**src/rtl/sysio_pkg.sv**
```systemverilog
package sysio_pkg;
  localparam int IO_AW   = 16;
  localparam int BYTE_W  = 8;

  // bit n of a port byte is mask 1 << (7 - n)
  function automatic int msb_bit(input int n);
    return BYTE_W - 1 - n;
  endfunction

  localparam int SRST_IDX      = msb_bit(7);
  localparam int LE_IDX        = msb_bit(6);
  localparam int NONCONTIG_IDX = msb_bit(7);

  localparam logic [IO_AW-1:0] P_SPECIAL = 16'h0092;
  localparam logic [IO_AW-1:0] P_EQUIP   = 16'h080C;
  localparam logic [IO_AW-1:0] P_KEYLOCK = 16'h0818;
  localparam logic [IO_AW-1:0] P_SYSCTL  = 16'h081C;
  localparam logic [IO_AW-1:0] P_MAPTYPE = 16'h0850;
  localparam logic [IO_AW-1:0] P_BOARDID = 16'h0852;

  localparam int SINK_N = 4;
  localparam logic [IO_AW-1:0] P_SINKS [SINK_N] =
    '{16'h0808, 16'h0810, 16'h0812, 16'h0814};

  typedef enum logic [2:0] {
    SEL_NONE, SEL_SPECIAL, SEL_EQUIP, SEL_SINK,
    SEL_KEYLOCK, SEL_SYSCTL, SEL_MAPTYPE, SEL_BOARDID
  } port_sel_e;
endpackage

```
**src/rtl/sysio_port_decode.sv**
```systemverilog
module sysio_port_decode
  import sysio_pkg::*;
(
  input  logic [IO_AW-1:0] addr,
  output port_sel_e        sel
);
  logic [SINK_N-1:0] sink_hit;

  for (genvar gi = 0; gi < SINK_N; gi++) begin : g_sink
    assign sink_hit[gi] = (addr == P_SINKS[gi]);
  end

  always_comb begin
    sel = SEL_NONE;
    if (|sink_hit)                sel = SEL_SINK;
    else if (addr == P_SPECIAL)   sel = SEL_SPECIAL;
    else if (addr == P_EQUIP)     sel = SEL_EQUIP;
    else if (addr == P_KEYLOCK)   sel = SEL_KEYLOCK;
    else if (addr == P_SYSCTL)    sel = SEL_SYSCTL;
    else if (addr == P_MAPTYPE)   sel = SEL_MAPTYPE;
    else if (addr == P_BOARDID)   sel = SEL_BOARDID;
  end
endmodule

```
**src/rtl/sysio_ctrl_regs.sv**
```systemverilog
module sysio_ctrl_regs
  import sysio_pkg::*;
#(
  parameter int                DATA_W    = BYTE_W,
  parameter logic [DATA_W-1:0] EQUIP_VAL = 8'hFF,
  parameter logic [DATA_W-1:0] BOARD_ID  = 8'hC0
)(
  input  logic              clk,
  input  logic              rst,
  input  logic              req_valid,
  input  logic              we,
  input  port_sel_e         sel,
  input  logic [DATA_W-1:0] wdata,
  output logic              rvalid,
  output logic [DATA_W-1:0] rdata,
  output logic              soft_reset_o,
  output logic              le_halt_o,
  output logic              noncontig_o
);
  logic              rd, wr_special, wr_sysctl, wr_map;
  logic [DATA_W-1:0] sysctl_q, maptype_q, rd_mux;

  assign rd         = req_valid && !we;
  assign wr_special = req_valid && we && (sel == SEL_SPECIAL);
  assign wr_sysctl  = req_valid && we && (sel == SEL_SYSCTL);
  assign wr_map     = req_valid && we && (sel == SEL_MAPTYPE);

  always_ff @(posedge clk) begin
    if (rst) begin
      sysctl_q     <= '0;
      maptype_q    <= '0;
      soft_reset_o <= 1'b0;
      le_halt_o    <= 1'b0;
    end else begin
      if (wr_sysctl) sysctl_q  <= wdata;
      if (wr_map)    maptype_q <= wdata;
      if (wr_special) begin
        soft_reset_o <= wdata[SRST_IDX];
        if (wdata[LE_IDX]) le_halt_o <= 1'b1;
      end
    end
  end

  assign noncontig_o = maptype_q[NONCONTIG_IDX];

  always_comb begin
    unique case (sel)
      SEL_SPECIAL: rd_mux = '0;
      SEL_KEYLOCK: rd_mux = '0;
      SEL_EQUIP:   rd_mux = EQUIP_VAL;
      SEL_BOARDID: rd_mux = BOARD_ID;
      SEL_SYSCTL:  rd_mux = sysctl_q;
      SEL_MAPTYPE: rd_mux = maptype_q;
      default:     rd_mux = '1;
    endcase
  end

  always_ff @(posedge clk) begin
    if (rst) begin
      rvalid <= 1'b0;
      rdata  <= '0;
    end else begin
      rvalid <= rd;
      if (rd) rdata <= rd_mux;
    end
  end

  AST_READ_ANSWERED: assert property (@(posedge clk) disable iff (rst)
    rd |=> rvalid);
  AST_NO_SPURIOUS_RVALID: assert property (@(posedge clk) disable iff (rst)
    !rd |=> !rvalid);
  AST_SRST_LEVEL: assert property (@(posedge clk) disable iff (rst)
    wr_special |=> soft_reset_o == $past(wdata[SRST_IDX]));
  AST_SRST_HOLD: assert property (@(posedge clk) disable iff (rst)
    !wr_special |=> $stable(soft_reset_o));
  AST_HALT_STICKY: assert property (@(posedge clk) disable iff (rst)
    le_halt_o |=> le_halt_o);
  AST_SYSCTL_HOLD: assert property (@(posedge clk) disable iff (rst)
    !wr_sysctl |=> $stable(sysctl_q));
  AST_MAP_FOLLOWS: assert property (@(posedge clk) disable iff (rst)
    wr_map |=> noncontig_o == $past(wdata[NONCONTIG_IDX]));
  AST_MAP_HOLD: assert property (@(posedge clk) disable iff (rst)
    !wr_map |=> $stable(noncontig_o));
  AST_KEYLOCK_ZERO: assert property (@(posedge clk) disable iff (rst)
    (rd && sel == SEL_KEYLOCK) |=> rdata == '0);
  AST_SINK_READ_ONES: assert property (@(posedge clk) disable iff (rst)
    (rd && sel == SEL_SINK) |=> rdata == '1);
endmodule

```
**src/rtl/sysio_parity_win.sv**
```systemverilog
module sysio_parity_win #(
  parameter int                MEM_AW = 32,
  parameter int                MEM_DW = 32,
  parameter logic [MEM_AW-1:0] BASE   = 32'hBFFF_EFF0
)(
  input  logic              clk,
  input  logic              rst,
  input  logic              req_valid,
  input  logic              we,
  input  logic [MEM_AW-1:0] addr,
  input  logic [1:0]        size,
  output logic              rvalid,
  output logic [MEM_DW-1:0] rdata,
  output logic              acc_err
);
  localparam int         LSB_W     = $clog2(MEM_DW / 8);
  localparam logic [1:0] WORD_SIZE = 2'(LSB_W);

  logic hit, bad_size;

  assign hit      = req_valid && (addr[MEM_AW-1:LSB_W] == BASE[MEM_AW-1:LSB_W]);
  assign bad_size = (size != WORD_SIZE);

  always_ff @(posedge clk) begin
    if (rst) begin
      rvalid  <= 1'b0;
      acc_err <= 1'b0;
    end else begin
      rvalid  <= hit && !we;
      acc_err <= hit && bad_size;
    end
  end

  assign rdata = '0;

  AST_ACCERR_RAISED: assert property (@(posedge clk) disable iff (rst)
    (hit && bad_size) |=> acc_err);
  AST_ACCERR_CAUSED: assert property (@(posedge clk) disable iff (rst)
    !(hit && bad_size) |=> !acc_err);
  AST_PARITY_ANSWER: assert property (@(posedge clk) disable iff (rst)
    (hit && !we) |=> rvalid);
  AST_PARITY_QUIET: assert property (@(posedge clk) disable iff (rst)
    !hit |=> !rvalid);
endmodule

```
**src/rtl/sysio_regblk.sv**
```systemverilog
module sysio_regblk
  import sysio_pkg::*;
#(
  parameter int                DATA_W      = BYTE_W,
  parameter logic [DATA_W-1:0] EQUIP_VAL   = 8'hFF,
  parameter logic [DATA_W-1:0] BOARD_ID    = 8'hC0,
  parameter int                MEM_AW      = 32,
  parameter int                MEM_DW      = 32,
  parameter logic [MEM_AW-1:0] PARITY_BASE = 32'hBFFF_EFF0
)(
  input  logic              clk,
  input  logic              rst,
  input  logic              io_req_valid,
  input  logic              io_we,
  input  logic [IO_AW-1:0]  io_addr,
  input  logic [DATA_W-1:0] io_wdata,
  output logic              io_rvalid,
  output logic [DATA_W-1:0] io_rdata,
  output logic              soft_reset_o,
  output logic              le_halt_o,
  output logic              noncontig_map_o,
  input  logic              mem_req_valid,
  input  logic              mem_we,
  input  logic [MEM_AW-1:0] mem_addr,
  input  logic [1:0]        mem_size,
  output logic              mem_rvalid,
  output logic [MEM_DW-1:0] mem_rdata,
  output logic              mem_acc_err
);
  port_sel_e sel;

  sysio_port_decode u_dec (.addr(io_addr), .sel(sel));

  sysio_ctrl_regs #(
    .DATA_W(DATA_W), .EQUIP_VAL(EQUIP_VAL), .BOARD_ID(BOARD_ID)
  ) u_regs (
    .clk(clk), .rst(rst), .req_valid(io_req_valid), .we(io_we),
    .sel(sel), .wdata(io_wdata), .rvalid(io_rvalid), .rdata(io_rdata),
    .soft_reset_o(soft_reset_o), .le_halt_o(le_halt_o),
    .noncontig_o(noncontig_map_o)
  );

  sysio_parity_win #(
    .MEM_AW(MEM_AW), .MEM_DW(MEM_DW), .BASE(PARITY_BASE)
  ) u_par (
    .clk(clk), .rst(rst), .req_valid(mem_req_valid), .we(mem_we),
    .addr(mem_addr), .size(mem_size), .rvalid(mem_rvalid),
    .rdata(mem_rdata), .acc_err(mem_acc_err)
  );

  AST_RESET_OUTPUTS: assert property (@(posedge clk)
    rst |=> !soft_reset_o && !le_halt_o && !noncontig_map_o && !io_rvalid);
endmodule

```
**config.mk**
```make
export PLATFORM = sky130hd
export DESIGN_NAME = sysio_regblk
export DESIGN_NICKNAME = d
export VERILOG_FILES = /design/src/rtl/sysio_pkg.sv /design/src/rtl/sysio_port_decode.sv /design/src/rtl/sysio_ctrl_regs.sv /design/src/rtl/sysio_parity_win.sv /design/src/rtl/sysio_regblk.sv
export SDC_FILE = /design/constraint.sdc
export NUM_CORES = 1
export LEC_CHECK = 0
export ABC_CLOCK_PERIOD_IN_PS = 2190
export BUFFER_PORTS_ARGS = -buffer_cell sky130_fd_sc_hd__clkbuf_2
export CAP_MARGIN = 10
export CORE_MARGIN = 8
export CORE_UTILIZATION = 43
export DETAILED_ROUTE_END_ITERATION = 10
export HOLD_SLACK_MARGIN = 0.15
export PLACE_DENSITY_LB_ADDON = 0.05
export SLEW_MARGIN = 20
export SYNTH_ARGS = -nofsm -noshare
export SYNTH_HDL_FRONTEND = slang
export SYNTH_SLANG_ARGS = --single-unit
```
**constraint.sdc**
```tcl
create_clock -name clk -period 2.19 [get_ports clk]
set_input_delay 0.219 -clock clk [delete_from_list [all_inputs] [get_ports clk]]
set_output_delay 0.219 -clock clk [all_outputs]
set_load 0.01 [all_outputs]
```
==> out/results.txt <==
Placer Congestion: 0.766
I/O Buffers: 75
Flop-to-flop setup slack: 1410 ps
Min Hold Slack: 161 ps
Area growth syn-to-layout: 24.6%
Number of synthesized flops with an enable pin: 0
Register area share after synthesis: 0.326
Crit path launch type: input port
Hold path depth: 3
Dominant synthesized flop cell: dfxtp_1
Final WL: 4.86 mm
Max Fclk: 576 MHz
Max Buffers Root-to-Sink: 2
CP Data Required Time: 2340 ps
# rows: 23
Max-Cap Viols: 0
CP Class: in2reg
Vias/cell: 4.94
Crit path DAT: 1880 ps
Clock Skew: 4.39 ps
Util after Layout: 0.555
Drt drc: 0
Syn. warnings: 0
First-pass GRT wire length: 7.76 mm
Drt wl/cell: 14.1 µm
Status: complete, no violations
Worst skew pair latency: 280 ps
Die width: 80.3 µm
TritonCTS Sinks: 29
Cells after Synth: 212
Period minus WS final: 1740 ps
DIE HEIGHT: 80.3 µm
GRT Total Usage: 0.150
HP Start: mem_size[0]
Max rail drop VDD: 242 µV
Final setup margin: 454 ps
Synthesized area per cell: 8.40 µm²
Dpl ws: 146 ps
Post-synth top area share: 0.326
Hold Vio Cnt, Final: 0
CTS tree: built
Synth cell types: 43
Setup TNS: 0 ps
I/O pins: 110
Die Area: 0.00646 mm²
Pre-antenna DRT Iters: 4
Routed via count: 1705
Hold Path Sink: u_par.acc_err
Most common cell in the netlist: buf_4
Flops & latches, synth: 29
Starting DRT DRC Count: 103
RSZ-0062 raised after global routing: false
Grt ovf: 0
Post-DP Area: 0.00211 mm²
Post-synth top cells: buf_4, dfxtp_1, nand3_1, nor2_1, nand2b_1
Setup bufs post-CTS: 0
Largest net degree at the start of global routing: 36
Worst Path Max Fanout: 8
Layout Nets: 359
Final ANT Viol Nets: 0
Antenna Cells: 0
Leakage: 1.00 nW
Mapped cell area: 0.00178 mm²
Final Cell Area: 0.00222 mm²
Worst reg2reg path endpoint: u_regs.rdata[6]
Critical Path Sink Type: register
Fraction of registers with async set/reset: 0
Clock transition at path regs: 60 ps
Cell taking the most area after synthesis: dfxtp_1
Reg2Reg Depth: 2
Starting Density: 0.445
Max-slew violations: 0
TritonCTS buffer count: 5
Core Footprint: 0.00400 mm²
RR Startpoint: u_regs.sysctl_q[6]
H-tree lvl count: 2
Root Driver: clkbuf_8
Final Cycle Share: 0.793
Initial antenna violation count: 0
DP HPWL: 3.88 mm
Setup violators final: 0
Share of layout cells above drive strength 1: 0.332
Number of global-route vias before repair: 1659
Hold/Removal Path Class: in2reg
Top cells by area, synth: dfxtp_1, buf_4, nand2b_1, nand3_1, mux2i_1
Pwr per Cell Area: 522 mW/mm²
-- worst max-delay path, cell delays in order --
cell and delay, ps:
clkbuf_2 140, nor3b_2 240, a21oi_2 50, or4_1 500, or3_1 540, mux2i_1 190
-- how the worst max path moves through the flow --
stage          startpoint             endpoint  slack [ps]
2_1_floorplan  io_addr[2]  u_regs.maptype_q[0]         480
3_3_place_gp   io_addr[6]  u_regs.maptype_q[4]         170
3_5_place_dp   io_addr[6]  u_regs.maptype_q[3]         150
4_1_cts        io_addr[6]  u_regs.maptype_q[3]         440
5_1_grt        io_addr[6]  u_regs.maptype_q[0]         340
6_report       io_addr[6]  u_regs.maptype_q[3]         450
-- registers in the layout, summed over array words and instances, names as in the netlist --
| signal | flops |
|---|---|
| u_par.rvalid | 1 |
| u_regs.rdata | 8 |
| u_par.acc_err | 1 |
| u_regs.maptype_q | 8 |
| u_regs.soft_reset_o | 1 |
| u_regs.sysctl_q | 8 |
| u_regs.le_halt_o | 1 |
| u_regs.rvalid | 1 |
-- layout make-up --
cell class	instances	area [µm²]
fill	419	1780
clock buffer	7	86.3
timing repair buffer	84	448
tap	50	62.6
inverter	1	3.75
multi-input combinational	174	1040
sequential	29	581
-- per-layer routing --
metal | up-vias | track usage | wire length (µm)
met2 | 77 | 0.241 | 2330
met4 | 0 | 0.0327 | 20
met1 | 760 | 0.184 | 2050
met5 | - | 0 | 0
li1 | 864 | - | -
met3 | 4 | 0.0547 | 468
-- layout by cell type, fill, tap and decap left out, types with 2 or more instances in the layout --
cell and n:
clkbuf_2 75, nor2b_1 2, a311oi_1 8, and2_1 3
dfxtp_1 29, conb_1 32, mux2i_1 8, nand2_1 9
a21oi_1 10, dlygate4sd3_1 2, o21ai_0 11, or3_1 2
nand4_1 5, nor2_1 18, nor4_1 3, a211o_1 2
buf_4 7, nand3_1 19, and4bb_2 2, nand2b_1 16
clkbuf_8 6, nand4b_1 4
-- power by group --
group          total [mW]  leakage [nW]  switching (mW)  internal [mW]
Clock               0.435        0.0443           0.186          0.248
Combinational       0.179         0.724          0.0986         0.0801
Sequential          0.544         0.236         0.00497          0.539
Total                1.16          1.00           0.290          0.867
-- cell families (layout without fill, tap and decap cells) --
logic type / Yosys count / count (layout) / synth area share
AOI/OAI and AO/OA: 39 / 39 / 0.145
xor gates and xnor gates: 1 / 1 / 0.00492
buffers and inverters: 40 / 92 / 0.157
DFF: 29 / 29 / 0.326
muxes: 8 / 8 / 0.0450
other: 1 / 32 / 0.00211
and+or+nand+nor: 94 / 94 / 0.320
-- repair_timing --
action                     CTS  global route
hold endpoints to repair     2             0
setup endpoints to repair    0             0
gates resized for setup      0             0
hold buffers                 2             0
-- metrics by stage --
| step | power (mW) | instances |
|---|---|---|
| 2_1_floorplan | 0.683 | 243 |
| 3_3_place_gp | 0.728 | 336 |
| 3_5_place_dp | 0.729 | 336 |
| 4_1_cts | 1.17 | 345 |
| 5_1_grt | 1.22 | 345 |
| 6_report | 1.16 | 345 |
No activity file was read; power rests on OpenSTA's default activity.
